### src/rtl/core_seq_pkg.sv
package core_seq_pkg;
  localparam int AW = 12;
  localparam int DW = 32;
  localparam int FW = 12;

  localparam logic [AW-1:0] A_TGT_LO = 12'hF98;
  localparam logic [AW-1:0] A_TGT_HI = 12'hF9C;
  localparam logic [AW-1:0] A_INI_ST = 12'hF90;
  localparam logic [AW-1:0] A_CID_LO = 12'hFF8;

  localparam logic [DW-1:0] LO_RST    = 32'h0000_0001;
  localparam logic [DW-1:0] LO_CLKEN  = 32'h0001_0000;
  localparam logic [DW-1:0] LO_FORCE  = 32'h0002_0000;
  localparam logic [DW-1:0] INI_REJ   = 32'h0200_0000;
  localparam logic [DW-1:0] INI_BUSY  = 32'h0180_0000;
  localparam logic [DW-1:0] INI_ERRS  = 32'h0006_0000;

  typedef enum logic [2:0] {K_NONE, K_RD, K_WR, K_WAIT1, K_WAIT10} step_kind_t;

  typedef enum logic [4:0] {
    S_IDLE, S_FINISH,
    S_D_RD_LO, S_D_SET_REJ, S_D_DUM_LO1, S_D_DLY_A, S_D_POLL_HI, S_D_RD_ID,
    S_D_RD_IN, S_D_SET_IREJ, S_D_DUM_IN, S_D_DLY_B, S_D_POLL_IN,
    S_D_WR_HOLD, S_D_DUM_LO2, S_D_DLY_C, S_D_RD_IN2, S_D_CLR_IREJ,
    S_D_WR_FIN, S_D_DLY_D,
    S_E_WR_RST, S_E_DUM1, S_E_DLY1, S_E_RD_HI, S_E_CLR_HI, S_E_RD_IN,
    S_E_CLR_IN, S_E_WR_CLK, S_E_DUM2, S_E_DLY2, S_E_WR_CE, S_E_DLY3
  } seq_state_t;

  function automatic logic [DW-1:0] flag_word(input logic [FW-1:0] f);
    return {2'b00, f, 18'b0};
  endfunction
endpackage

### src/rtl/seq_delay.sv
module seq_delay #(
  parameter int CYC_PER_US = 250
) (
  input  logic clk,
  input  logic rst,
  input  logic start,
  input  logic long_wait,
  output logic done
);
  localparam int LMAX = 10 * CYC_PER_US;
  localparam int CW   = $clog2(LMAX + 1);

  logic [CW-1:0] cnt;
  logic          run;

  always_ff @(posedge clk) begin
    if (rst) begin
      cnt  <= '0;
      run  <= 1'b0;
      done <= 1'b0;
    end else begin
      done <= 1'b0;
      if (start) begin
        run <= 1'b1;
        cnt <= long_wait ? CW'(LMAX - 1) : CW'(CYC_PER_US - 1);
      end else if (run) begin
        if (cnt == '0) begin
          run  <= 1'b0;
          done <= 1'b1;
        end else begin
          cnt <= cnt - 1'b1;
        end
      end
    end
  end
endmodule

### src/rtl/seq_bus_port.sv
module seq_bus_port
  import core_seq_pkg::*;
(
  input  logic          clk,
  input  logic          rst,
  input  logic          start,
  input  logic          we,
  input  logic [AW-1:0] addr,
  input  logic [DW-1:0] wdata,
  output logic          xfer_done,
  output logic [DW-1:0] rdata,
  output logic          bus_req,
  output logic          bus_we,
  output logic [AW-1:0] bus_addr,
  output logic [DW-1:0] bus_wdata,
  input  logic          bus_ack,
  input  logic [DW-1:0] bus_rdata
);
  always_ff @(posedge clk) begin
    if (rst) begin
      bus_req   <= 1'b0;
      bus_we    <= 1'b0;
      bus_addr  <= '0;
      bus_wdata <= '0;
      rdata     <= '0;
      xfer_done <= 1'b0;
    end else begin
      xfer_done <= 1'b0;
      if (bus_req) begin
        if (bus_ack) begin
          bus_req   <= 1'b0;
          xfer_done <= 1'b1;
          if (!bus_we) rdata <= bus_rdata;
        end
      end else if (start) begin
        bus_req   <= 1'b1;
        bus_we    <= we;
        bus_addr  <= addr;
        bus_wdata <= wdata;
      end
    end
  end
endmodule

### src/rtl/seq_ctrl.sv
module seq_ctrl
  import core_seq_pkg::*;
#(
  parameter int POLL_MAX = 16
) (
  input  logic          clk,
  input  logic          rst,
  input  logic          cmd_valid,
  input  logic          cmd_enable,
  input  logic [FW-1:0] cmd_flags,
  input  logic          rev_new,
  output logic          busy,
  output logic          done,
  output logic          timeout_err,
  output logic          bus_start,
  output logic          bus_we_o,
  output logic [AW-1:0] bus_addr_o,
  output logic [DW-1:0] bus_wdata_o,
  input  logic          bus_done,
  input  logic [DW-1:0] bus_rdata,
  output logic          tmr_start,
  output logic          tmr_long,
  input  logic          tmr_done
);
  localparam int PW = $clog2(POLL_MAX + 1);

  seq_state_t    st, nxt;
  step_kind_t    kind;
  logic          pend;
  logic          en_q, rev_q, init_q, tmo;
  logic [FW-1:0] flags_q;
  logic [PW-1:0] pcnt;
  logic [DW-1:0] fw, rej;
  seq_state_t    after_dis;
  logic          poll_last;

  assign fw        = flag_word(flags_q);
  assign rej       = rev_q ? 32'h4 : 32'h2;
  assign after_dis = en_q ? S_E_WR_RST : S_FINISH;
  assign poll_last = (pcnt == PW'(POLL_MAX - 1));

  always_comb begin
    kind        = K_NONE;
    bus_addr_o  = A_TGT_LO;
    bus_wdata_o = '0;
    nxt         = st;
    tmo         = 1'b0;
    case (st)
      S_D_RD_LO: begin
        kind = K_RD;
        if (bus_rdata[0])       nxt = after_dis;
        else if (bus_rdata[16]) nxt = S_D_SET_REJ;
        else                    nxt = S_D_WR_FIN;
      end
      S_D_SET_REJ: begin kind = K_WR; bus_wdata_o = bus_rdata | rej; nxt = S_D_DUM_LO1; end
      S_D_DUM_LO1: begin kind = K_RD; nxt = S_D_DLY_A; end
      S_D_DLY_A:   begin kind = K_WAIT1; nxt = S_D_POLL_HI; end
      S_D_POLL_HI: begin
        kind = K_RD; bus_addr_o = A_TGT_HI;
        if (!bus_rdata[2])  nxt = S_D_RD_ID;
        else if (poll_last) begin nxt = S_FINISH; tmo = 1'b1; end
      end
      S_D_RD_ID: begin
        kind = K_RD; bus_addr_o = A_CID_LO;
        nxt = bus_rdata[7] ? S_D_RD_IN : S_D_WR_HOLD;
      end
      S_D_RD_IN:    begin kind = K_RD; bus_addr_o = A_INI_ST; nxt = S_D_SET_IREJ; end
      S_D_SET_IREJ: begin
        kind = K_WR; bus_addr_o = A_INI_ST; bus_wdata_o = bus_rdata | INI_REJ;
        nxt = S_D_DUM_IN;
      end
      S_D_DUM_IN:  begin kind = K_RD; bus_addr_o = A_INI_ST; nxt = S_D_DLY_B; end
      S_D_DLY_B:   begin kind = K_WAIT1; nxt = S_D_POLL_IN; end
      S_D_POLL_IN: begin
        kind = K_RD; bus_addr_o = A_INI_ST;
        if ((bus_rdata & INI_BUSY) == '0) nxt = S_D_WR_HOLD;
        else if (poll_last) begin nxt = S_FINISH; tmo = 1'b1; end
      end
      S_D_WR_HOLD: begin
        kind = K_WR; bus_wdata_o = fw | LO_FORCE | LO_CLKEN | 32'h3;
        nxt = S_D_DUM_LO2;
      end
      S_D_DUM_LO2: begin kind = K_RD; nxt = S_D_DLY_C; end
      S_D_DLY_C:   begin kind = K_WAIT10; nxt = init_q ? S_D_RD_IN2 : S_D_WR_FIN; end
      S_D_RD_IN2:  begin kind = K_RD; bus_addr_o = A_INI_ST; nxt = S_D_CLR_IREJ; end
      S_D_CLR_IREJ: begin
        kind = K_WR; bus_addr_o = A_INI_ST; bus_wdata_o = bus_rdata & ~INI_REJ;
        nxt = S_D_WR_FIN;
      end
      S_D_WR_FIN: begin kind = K_WR; bus_wdata_o = fw | 32'h3; nxt = S_D_DLY_D; end
      S_D_DLY_D:  begin kind = K_WAIT1; nxt = after_dis; end
      S_E_WR_RST: begin
        kind = K_WR; bus_wdata_o = fw | LO_FORCE | LO_CLKEN | LO_RST;
        nxt = S_E_DUM1;
      end
      S_E_DUM1:  begin kind = K_RD; nxt = S_E_DLY1; end
      S_E_DLY1:  begin kind = K_WAIT1; nxt = S_E_RD_HI; end
      S_E_RD_HI: begin
        kind = K_RD; bus_addr_o = A_TGT_HI;
        nxt = bus_rdata[0] ? S_E_CLR_HI : S_E_RD_IN;
      end
      S_E_CLR_HI: begin kind = K_WR; bus_addr_o = A_TGT_HI; nxt = S_E_RD_IN; end
      S_E_RD_IN: begin
        kind = K_RD; bus_addr_o = A_INI_ST;
        nxt = ((bus_rdata & INI_ERRS) != '0) ? S_E_CLR_IN : S_E_WR_CLK;
      end
      S_E_CLR_IN: begin
        kind = K_WR; bus_addr_o = A_INI_ST; bus_wdata_o = bus_rdata & ~INI_ERRS;
        nxt = S_E_WR_CLK;
      end
      S_E_WR_CLK: begin kind = K_WR; bus_wdata_o = fw | LO_FORCE | LO_CLKEN; nxt = S_E_DUM2; end
      S_E_DUM2:   begin kind = K_RD; nxt = S_E_DLY2; end
      S_E_DLY2:   begin kind = K_WAIT1; nxt = S_E_WR_CE; end
      S_E_WR_CE:  begin kind = K_WR; bus_wdata_o = fw | LO_CLKEN; nxt = S_E_DLY3; end
      S_E_DLY3:   begin kind = K_WAIT1; nxt = S_FINISH; end
      default: ;
    endcase
  end

  assign bus_we_o  = (kind == K_WR);
  assign bus_start = !pend && (kind == K_RD || kind == K_WR);
  assign tmr_start = !pend && (kind == K_WAIT1 || kind == K_WAIT10);
  assign tmr_long  = (kind == K_WAIT10);

  always_ff @(posedge clk) begin
    if (rst) begin
      st          <= S_IDLE;
      pend        <= 1'b0;
      busy        <= 1'b0;
      done        <= 1'b0;
      timeout_err <= 1'b0;
      en_q        <= 1'b0;
      rev_q       <= 1'b0;
      init_q      <= 1'b0;
      flags_q     <= '0;
      pcnt        <= '0;
    end else begin
      done <= 1'b0;
      case (st)
        S_IDLE: if (cmd_valid) begin
          en_q    <= cmd_enable;
          rev_q   <= rev_new;
          flags_q <= cmd_flags;
          init_q  <= 1'b0;
          pcnt    <= '0;
          pend    <= 1'b0;
          busy    <= 1'b1;
          st      <= S_D_RD_LO;
        end
        S_FINISH: begin
          busy <= 1'b0;
          done <= 1'b1;
          st   <= S_IDLE;
        end
        default: begin
          if (!pend) begin
            pend <= 1'b1;
          end else if (bus_done || tmr_done) begin
            pend <= 1'b0;
            st   <= nxt;
            pcnt <= (nxt == st) ? pcnt + 1'b1 : '0;
            if (tmo) timeout_err <= 1'b1;
            if (st == S_D_RD_ID) init_q <= bus_rdata[7];
          end
        end
      endcase
    end
  end
endmodule

### src/rtl/core_reset_seq.sv
module core_reset_seq
  import core_seq_pkg::*;
#(
  parameter int CYC_PER_US = 250,
  parameter int POLL_MAX   = 16
) (
  input  logic          clk,
  input  logic          rst,
  input  logic          cmd_valid,
  input  logic          cmd_enable,
  input  logic [FW-1:0] cmd_flags,
  input  logic          rev_new,
  output logic          busy,
  output logic          done,
  output logic          timeout_err,
  output logic          bus_req,
  output logic          bus_we,
  output logic [AW-1:0] bus_addr,
  output logic [DW-1:0] bus_wdata,
  input  logic          bus_ack,
  input  logic [DW-1:0] bus_rdata
);
  logic          b_start, b_we, b_done, t_start, t_long, t_done;
  logic [AW-1:0] b_addr;
  logic [DW-1:0] b_wdata, b_rdata;

  seq_ctrl #(.POLL_MAX(POLL_MAX)) u_ctrl (
    .clk(clk), .rst(rst), .cmd_valid(cmd_valid), .cmd_enable(cmd_enable),
    .cmd_flags(cmd_flags), .rev_new(rev_new), .busy(busy), .done(done),
    .timeout_err(timeout_err), .bus_start(b_start), .bus_we_o(b_we),
    .bus_addr_o(b_addr), .bus_wdata_o(b_wdata), .bus_done(b_done),
    .bus_rdata(b_rdata), .tmr_start(t_start), .tmr_long(t_long), .tmr_done(t_done)
  );

  seq_bus_port u_bus (
    .clk(clk), .rst(rst), .start(b_start), .we(b_we), .addr(b_addr),
    .wdata(b_wdata), .xfer_done(b_done), .rdata(b_rdata), .bus_req(bus_req),
    .bus_we(bus_we), .bus_addr(bus_addr), .bus_wdata(bus_wdata),
    .bus_ack(bus_ack), .bus_rdata(bus_rdata)
  );

  seq_delay #(.CYC_PER_US(CYC_PER_US)) u_dly (
    .clk(clk), .rst(rst), .start(t_start), .long_wait(t_long), .done(t_done)
  );
endmodule

### config.mk
export PLATFORM = sky130hd
export DESIGN_NAME = core_reset_seq
export DESIGN_NICKNAME = d
export VERILOG_FILES = /design/src/rtl/core_seq_pkg.sv /design/src/rtl/seq_delay.sv /design/src/rtl/seq_bus_port.sv /design/src/rtl/seq_ctrl.sv /design/src/rtl/core_reset_seq.sv
export SDC_FILE = /design/constraint.sdc
export NUM_CORES = 1
export LEC_CHECK = 0
export ABC_AREA = 1
export BUFFER_PORTS_ARGS = -buffer_cell sky130_fd_sc_hd__buf_2
export CAP_MARGIN = 15
export CELL_PAD_IN_SITES_DETAIL_PLACEMENT = 2
export CELL_PAD_IN_SITES_GLOBAL_PLACEMENT = 2
export CORE_MARGIN = 2
export CORE_UTILIZATION = 30
export CTS_CLUSTER_DIAMETER = 150
export CTS_CLUSTER_SIZE = 25
export DETAILED_ROUTE_END_ITERATION = 10
export GPL_TIMING_DRIVEN = 0
export PLACE_DENSITY = 0.77
export SLEW_MARGIN = 20
export SYNTH_ARGS = -nofsm -noshare
export SYNTH_HDL_FRONTEND = slang
export SYNTH_SLANG_ARGS = --single-unit
### constraint.sdc
create_clock -name clk -period 2.8 [get_ports clk]
set_input_delay 0.84 -clock clk [delete_from_list [all_inputs] [get_ports clk]]
set_output_delay 0.84 -clock clk [all_outputs]
set_load 0.05 [all_outputs]
# Word level (Yosys, flattened, before mapping)
# Index checks and enable logic that the tools add are counted.
[totals] reg_bits=122 inputBits=50 output_inout_bits=49
[op_classes] addsub=2 n_eq_ne=39 n_mux=51 bitwise_logic=6 reduce_logical=35
[ops] operator="$pmux W32 S9" n=1
[ops] operator="$pmux W5 S30" n=1
[ops] operator="$eq A5 B5 Y1 const B" n=16
[ops] operator="$mux W5" n=13
[ops] operator="$mux W12" n=4
[ops] operator="$eq A5 B4 Y1 const B" n=9
[ops] operator="$logic_not A32 Y1" n=1
[ops] operator="$or A32 B32 Y32" n=1
[ops] operator="$reduce_bool A32 Y1" n=1
[ops] operator="$mux W1" n=21
[ops] operator="$pmux W7 S3" n=1
[ops] operator="$eq A5 B3 Y1 const B" n=4
[ops] operator="$pmux W5 S2" n=2
[ops] operator="$reduce_or A13 Y1" n=1
[ops] operator="$logic_not A12 Y1" n=1
[ops] operator="$pmux W3 S4" n=1
[ops] operator="$sub A12 B1 Y12 const B" n=1
[ops] operator="$eq A5 B2 Y1 const B" n=2
[ops] operator="$reduce_and A2 Y1" n=5
[ops] operator="$reduce_bool A2 Y1" n=5
[ops] operator="$reduce_or A10 Y1" n=1
[ops] operator="$pmux W1 S2" n=4
[ops] operator="$reduce_and A4 Y1" n=2
[ops] operator="$reduce_or A8 Y1" n=1
[ops] operator="20 further kinds" n=34

# Depth between registers and ports, before layout
# Gate-level depths: netlist of the first run.
[depth] depth_word=9 mapped_depth=16

# Cells and area by module
# From an unflattened synthesis of the first run, not the netlist that was laid out.
[unflattened] hier_cells=967 area_unflattened_um2=6175.9
[modules_own_cells] module="seq_bus_port" instances=1 cells_per_inst=406 area_each_um2=2954.1 seq_area_each_um2=1581.5
[modules_own_cells] module="seq_ctrl" instances=1 cells_per_inst=419 area_each_um2=2353.5 seq_area_each_um2=580.6
[modules_own_cells] module="seq_delay" instances=1 cells_per_inst=142 area_each_um2=868.3 seq_area_each_um2=280.3

# Worst setup path before layout of the first run
# Ideal clock, no wire load.
[synth_timing] kind="input -> register" from="in rst" to="reg u_dly.cnt[1]" setup_ns=0.058 arrival_time_ns=1.793 required_time_ns=2.742 slack_ns=0.949 path_stages=6 n_path_buf=3 path_cell_list="clkbuf_1 -> inv_1 -> clkbuf_1 -> buf_1 -> o21ai_0 -> inv_1"
[synth_rtl] item="start, declared" line="core_reset_seq.sv:8" rtl="input logic rst,"
[synth_rtl] item="end signal, assigned" line="seq_delay.sv:25" rtl="cnt <= long_wait ? CW'(LMAX - 1) : CW'(CYC_PER_US - 1);"
[synth_rtl] item="end signal, assigned" line="seq_delay.sv:31" rtl="cnt <= cnt - 1'b1;"
[synth_rtl] item="end, declared" line="seq_delay.sv:13" rtl="logic [CW-1:0] cnt;"
# No word-level cell between the ends.

# Worst setup path after layout of the first run
[layout_timing] from="reg u_ctrl.st[3]" to="reg u_bus.bus_addr[6]"
[layout_between] elab_chain_cells=7
[layout_rtl] item="start, declared" line="seq_ctrl.sv:27" rtl="seq_state_t st, nxt;"
[layout_rtl] item="start signal, assigned" line="seq_ctrl.sv:160" rtl="st <= nxt;"
[layout_rtl] item="$eq A5 B3 Y1, or another cell as far along" line="seq_ctrl.sv:48" rtl="case (st)"
[layout_rtl] item="$reduce_or A13 Y1 (no line), or another cell as far along"
[layout_rtl] item="$pmux W3 S4" line="seq_ctrl.sv:48"
[layout_rtl] item="$eq A3 B1 Y1 / $eq A3 B2 Y1 (equally long branches)" line="seq_ctrl.sv:121" rtl="assign bus_start = !pend && (kind == K_RD || kind == K_WR);"
[layout_rtl] item="$logic_or A1 B1 Y1" line="seq_ctrl.sv:121"
[layout_rtl] item="$logic_and A1 B1 Y1" line="seq_ctrl.sv:121"
[layout_rtl] item="$reduce_and A2 Y1 (no line)"
[layout_rtl] item="end signal, assigned" line="seq_bus_port.sv:38" rtl="bus_addr <= addr;"
[layout_rtl] item="end, declared" line="seq_bus_port.sv:14" rtl="output logic [AW-1:0] bus_addr,"
# Several ways; a longest one is shown, not always the timed one.
# A chain may end at the register's enable or synchronous reset.

==> out/qor.yml, run 1 <==
run_status: "complete, no violations"
timing.final.max_slew_violations: 0
ir_drop_uv: 471
syn_avg_cell_area_um2: 6.48
worstMarginPinSlew_ps: 775
overflow: 0
core_um2: 18100
final_cells: 1219
max_freq_mhz: 391
cts.sinks: 114
area_growth_pct: 24.5
r2r_setup_slack_ps: 240
wl_um: 22700
cts_buffers: 17
fin_crit_sh: 0.915
muxShareOfSynthArea: 0
antennaDiodeCount: 0
routedWlPerCell_um: 18.6
crit_type: "flop to flop"
setup_ws_ps: 239
holdCritStartpoint: "u_ctrl.flags_q[8]"
die_h_um: 140
seq_area_um2: 2280
numPortBuffers: 95
ys_ff_latch: 114
antenna_left: 0
synth.most_common_cell: "nand2_1"
antenna_found_initial: 0
worstSetupEndpointType: "flop"
dp_hpwl_um: 16700
stdcell_area_um2: 6950
grtUsageTotal: 0.234
hold-path-endpoint: "u_ctrl.flags_q[8]"
grt_pass1_wl_um: 35600
cts_tree: "built"
fin_crit_ps: 2560
power.leakage_uw: 0.00341
synthCells: 862
synth_xor_area_frac: 0.00941
placed_cell_area_um2: 6350
dieArea_um2: 19700
whs_path_depth: 2
nets: 1030
ioPinCount: 99
setup_violations: 0
grt_pass1_vias: 6579
route.detailed.drc: 0
synth_common_cells: "nand2_1 (180), nor2_1 (166), dfxtp_1 (114)"
grt_max_degree: 17
pre_cts_ws_ps: -180
synth.area.top_cells: "dfxtp_1 (41%), nand2_1 (12%), nor2_1 (11%)"
synth_ff_type: "dfxtp_1"
place.gp.congestion: 0.913
hold_violations: 0
holdCritPathClass: "flop to flop"
root_buffer: "clkbuf_16"
r2r_end: "u_bus.bus_addr[6]"
fin_skew_ps: 11.2
ys_seq_area_frac: 0.409
max_cap_violations: 0
fp.dieW_um: 140
drt_iter0_markers: 245
synth_top_family_by_area: "simple AND/OR/NAND/NOR gates"
clk_pin_slew_ps: 60
ff2ff_path_depth: 13
cp-start-kind: "flop"
worstPathArrival_ps: 2880
place_inst: 1187
syn-cell-area_um2: 5580
yosysUniqueCellTypes: 37
rows: 49
fin_setup_tns_ps: 0
r2r-start: "u_ctrl.st[3]"
crit_fanout: 10
synth_compound_area_frac: 0.136
yosys.area_share.simple: 0.330
yosysWarnings: 0
synth_largest_area_cell: "dfxtp_1"
viasPerCell: 5.01
firstDrtPassIters: 6
via_count: 6112
grt_setup_unrepaired: "false"
floorplan.initialDensity: 0.309
post_cts_buffers: 0
cts.htree.levels: 4
fillCellCount: 2247
slew_headroom: 0.483
cts_buffer_depth: 2
required_ps: 3120
multi_input_comb_area_um2: 2710
power_density_nw_per_um2: 1270
synth-edff-count: 0
clock_latency_ps: 420
ys_async_sr_fraction: 0
yosys.area.top_type_share: 0.409
synthAdderAreaFrac: 0.00672
final_layout_size_suffix_gt1_frac: 0.168
## sequential cells by signal (all words and copies together) (netlist names), 4 cells and up
signal and cells:
u_bus.bus_wdata 32, u_bus.bus_addr 4, u_dly.cnt 12, u_bus.rdata 32, u_ctrl.pcnt 5, u_ctrl.flags_q 12, u_ctrl.st 5
## report_power, final
part           leakage, uW  internal (uW)  switching, uW
Clock             0.000281           1350            861
Combinational      0.00220           1130           3190
Sequential        0.000932           2020            255
Total              0.00341           4500           4300
## how the worst max path moves through the flow
| stage | startpoint | end | slack, ps |
|---|---|---|---|
| after floorplan | rst | u_dly.cnt[1] | 950 |
| after global placement | rst | u_bus.bus_addr[2] | -150 |
| after detailed placement | rst | u_bus.bus_addr[2] | -180 |
| after CTS | u_ctrl.st[2] | u_bus.bus_wdata[23] | 70 |
| after global routing | u_ctrl.st[3] | u_bus.bus_wdata[27] | 10 |
| final | u_ctrl.st[3] | u_bus.bus_addr[6] | 240 |
## critical path: stages, from the launching register on
cell and delay [ps]:
dfxtp_1 300, buf_2 200, inv_1 120, nor2_2 230
nand3_1 210, nand2_1 250, nor2_1 70, nand2_1 80
nor2_1 70, a21oi_2 230, buf_2 320, nand3_1 200
nand2_1 120, nor2_1 50
## routing by layer
metal | GRT usage | wire length, um | vias to the layer above
met4 | 0.0808 | 499 | 0
met2 | 0.397 | 10800 | 135
met3 | 0.0369 | 930 | 36
met1 | 0.302 | 10400 | 2975
li1 | - | - | 2966
met5 | 0 | 0 | -
## through the flow
stage	util	power, uW	hold WS (ps)
after floorplan	-	5280	424
after global placement	0.351	6470	442
after detailed placement	0.351	6590	451
after CTS	0.384	8890	459
after global routing	0.384	9480	480
final	0.384	8800	455
## what timing repair did
action                     in CTS  in global routing
hold buffers                    0                  0
resized for setup               0                  3
setup endpoints to repair       0                 11
## final cells by class
type / count / share of cell area
inverters: 103 / 0.0556
multi-input cells: 600 / 0.390
flip-flops and latches: 114 / 0.328
repair buffers: 95 / 0.0684
clock inverters: 13 / 0.0214
well taps: 229 / 0.0412
clock buffers: 19 / 0.0637
plain buffers: 46 / 0.0317
## cells in the final DEF, fill, tap and decap left out, drive strengths merged, types with 2 or more instances in the layout
| cell | Yosys | routed |
|---|---|---|
| a21oi | 46 | 46 |
| a22oi | 5 | 5 |
| and3 | 2 | 2 |
| buf | 25 | 120 |
| bufinv | 0 | 2 |
| clkbuf | 21 | 40 |
| clkinv | 2 | 5 |
| clkinvlp | 0 | 3 |
| conb | 1 | 2 |
| dfxtp | 114 | 114 |
| ha | 3 | 3 |
| inv | 101 | 106 |
| nand2 | 181 | 181 |
| nand3 | 72 | 72 |
| nand4 | 7 | 7 |
| nor2 | 174 | 174 |
| nor3 | 9 | 9 |
| nor3b | 2 | 2 |
| o2111ai | 2 | 2 |
| o211ai | 4 | 4 |
| o21ai | 70 | 70 |
| o22ai | 7 | 7 |
| xor2 | 5 | 5 |
## cells by family (layout without fill, tap and decap cells)
logic type,Yosys count,after routing
adders and majority gates,3,3
DFF,114,114
buffers and inverters,149,276
AOI/OAI and AO/OA,140,140
other,1,2
and+or+nand+nor,449,449
xor gates and xnor gates,6,6
Power figures use the tool's default switching activity.
==> inputs of run 2 (changes only) <==
--- a/config.mk
+++ b/config.mk
@@ -15,7 +15,6 @@
 export CTS_CLUSTER_DIAMETER = 150
 export CTS_CLUSTER_SIZE = 25
 export DETAILED_ROUTE_END_ITERATION = 10
-export GPL_TIMING_DRIVEN = 0
 export PLACE_DENSITY = 0.77
 export SLEW_MARGIN = 20
 export SYNTH_ARGS = -nofsm -noshare
==> out/qor.yml, run 2 (synthesis gave the netlist of run 1 again) <==
drt_iter0_markers: 219  # was 245
holdCritStartpoint: "u_ctrl.pcnt[3]"  # was u_ctrl.flags_q[8]
timing.final.max_slew_violations: 0  # unchanged
cp-start-kind: "flop"  # unchanged
final_layout_size_suffix_gt1_frac: 0.171  # was 0.168
max_freq_mhz: 391  # about the same
top_regs: "u_bus.bus_wdata: 32 flops, u_bus.rdata: 32 flops"  # unchanged
antennaDiodeCount: 0  # unchanged
crit_type: "flop to flop"  # unchanged
ff2ff_path_depth: 13  # unchanged
holdCritPathClass: "flop to flop"  # unchanged
cts.htree.levels: 4  # unchanged
pre_cts_ws_ps: 315  # was -180 ps
root_buffer: "clkbuf_16"  # unchanged
run_status: "complete, no violations"  # unchanged
rows: 49  # unchanged
cts.sinks: 114  # unchanged
top_layer: "met4"  # unchanged
whs_path_depth: 2  # unchanged
die_h_um: 140  # unchanged
grtUsageTotal: 0.228  # was 0.234
numPortBuffers: 96  # was 95
dieArea_um2: 19700  # unchanged
power_density_nw_per_um2: 1290  # was 1270 nW/um^2
cts_buffer_depth: 2  # unchanged
worstMarginPinSlew_ps: 562  # was 775 ps
fin_crit_ps: 2560  # about the same
place.gp.congestion: 0.942  # was 0.913
setup_violations: 0  # unchanged
fp.dieW_um: 140  # unchanged
slew_headroom: 0.622  # was 0.483
grt_pass1_wl_um: 35400  # was 35600 um
antenna_left: 0  # unchanged
grt_pass1_vias: 6532  # was 6579
r2r-start: "u_ctrl.st[1]"  # was u_ctrl.st[3]
routedWlPerCell_um: 18.1  # was 18.6 um
wl_met1_um: 10100  # was 10400 um
route.detailed.drc: 0  # unchanged
core_um2: 18100  # unchanged
r2r_setup_slack_ps: 240  # about the same
clk_pin_slew_ps: 60  # about the same
antenna_found_initial: 0  # unchanged
wl_met2_um: 10600  # was 10800 um
power.leakage_uw: 0.00343  # was 0.00341 uW
worstPathArrival_ps: 2900  # was 2880 ps
viasPerCell: 4.99  # was 5.01
max_cap_violations: 0  # unchanged
setup_ws_ps: 244  # was 239 ps
wl_um: 21600  # was 22700 um
hold-path-endpoint: "u_ctrl.pcnt[3]"  # was u_ctrl.flags_q[8]
cts_hold_buf: 0  # unchanged
met3_wirelength_um: 689  # was 930 um
post_cts_buffers: 0  # unchanged
clock_latency_ps: 430  # was 420 ps
cts_buffers: 17  # unchanged
fin_setup_tns_ps: 0  # unchanged
grt_max_degree: 56  # was 17
final_cell_mix: "nand2_1 (180), nor2_1 (166), dfxtp_1 (114), buf_2 (96), inv_1 (95)"  # was nand2_1 (180), nor2_1 (164), dfxtp_1 (114), buf_2 (109), inv_1 (96)
grt_setup_unrepaired: "false"  # unchanged
area_growth_pct: 24.8  # was 24.5%
crit_fanout: 42  # was 10
required_ps: 3140  # was 3120 ps
via_count: 5969  # was 6112
overflow: 0  # unchanged
cts_tree: "built"  # unchanged
floorplan.initialDensity: 0.309  # unchanged
ir_drop_uv: 465  # was 471 uV
ctsResizeCount: 0  # unchanged
r2r_end: "u_bus.bus_wdata[23]"  # was u_bus.bus_addr[6]
ioPinCount: 99  # unchanged
firstDrtPassIters: 4  # was 6
worstSetupEndpointType: "flop"  # unchanged
nets: 1006  # was 1030
mostFrequentLayoutCell: "nand2_1"  # unchanged
fin_skew_ps: 11.4  # was 11.2 ps
dp_hpwl_um: 14800  # was 16700 um
hold_violations: 0  # unchanged
fin_crit_sh: 0.913  # was 0.915
==> run 2: stage by stage <==
step                utilization  instances  hold WS [ps]  area, um^2  total power [uW]
global placement          0.349       1163           441        6300              6350
floorplan                     -        863           424        5590              5280
global route              0.385       1195           498        6970              9690
CTS                       0.385       1195           461        6970              9070
detailed placement        0.349       1163           453        6300              6470
finish                    0.385       1195           460        6970              8980
==> run 2: worst max path at each step <==
| stage | startpoint | end | slack [ps] | cells after the start |
|---|---|---|---|---|
| 2_1_floorplan | rst | u_dly.cnt[1] | 950 | 6 |
| 3_3_place_gp | u_ctrl.st[1] | u_bus.bus_wdata[10] | 260 | 12 |
| 3_5_place_dp | u_ctrl.st[1] | u_bus.bus_wdata[25] | 320 | 12 |
| 4_1_cts | u_ctrl.st[1] | u_bus.bus_wdata[15] | 230 | 12 |
| 5_1_grt | u_ctrl.st[1] | u_bus.bus_wdata[29] | 20 | 11 |
| 6_report | u_ctrl.st[1] | u_bus.bus_wdata[23] | 240 | 13 |
==> run 2: critical path, cell delays in order, from the launching register on <==
cell	delay [ps]
dfxtp_1	510
inv_2	130
nor2_2	300
nand3_1	270
nand2_1	190
nor2_1	70
nand2_1	80
nor2_1	80
a21oi_2	180
nand2_1	110
buf_12	210
nand2_1	90
nand2_1	60
nor2_1	150
==> run 2: routing by layer <==
layer	GRT usage	vias up
met5	0	-
met1	0.292	2920
li1	-	2915
met3	0.0376	19
met4	0.0643	0
met2	0.396	115
==> run 2: cell type report <==
type	count	area, um^2
tap	229	287
fill	2206	11100
inverter	103	387
sequential	114	2280
multi-input combinational	600	2700
clock buffer	18	439
timing repair buffer	117	654
clock inverter	14	224
==> run 2: power by group <==
part           switching (uW)  internal, uW  total (uW)
Sequential                280          2020        2300
Combinational            3080          1130        4210
Clock                     854          1620        2470
Total                    4210          4770        8980
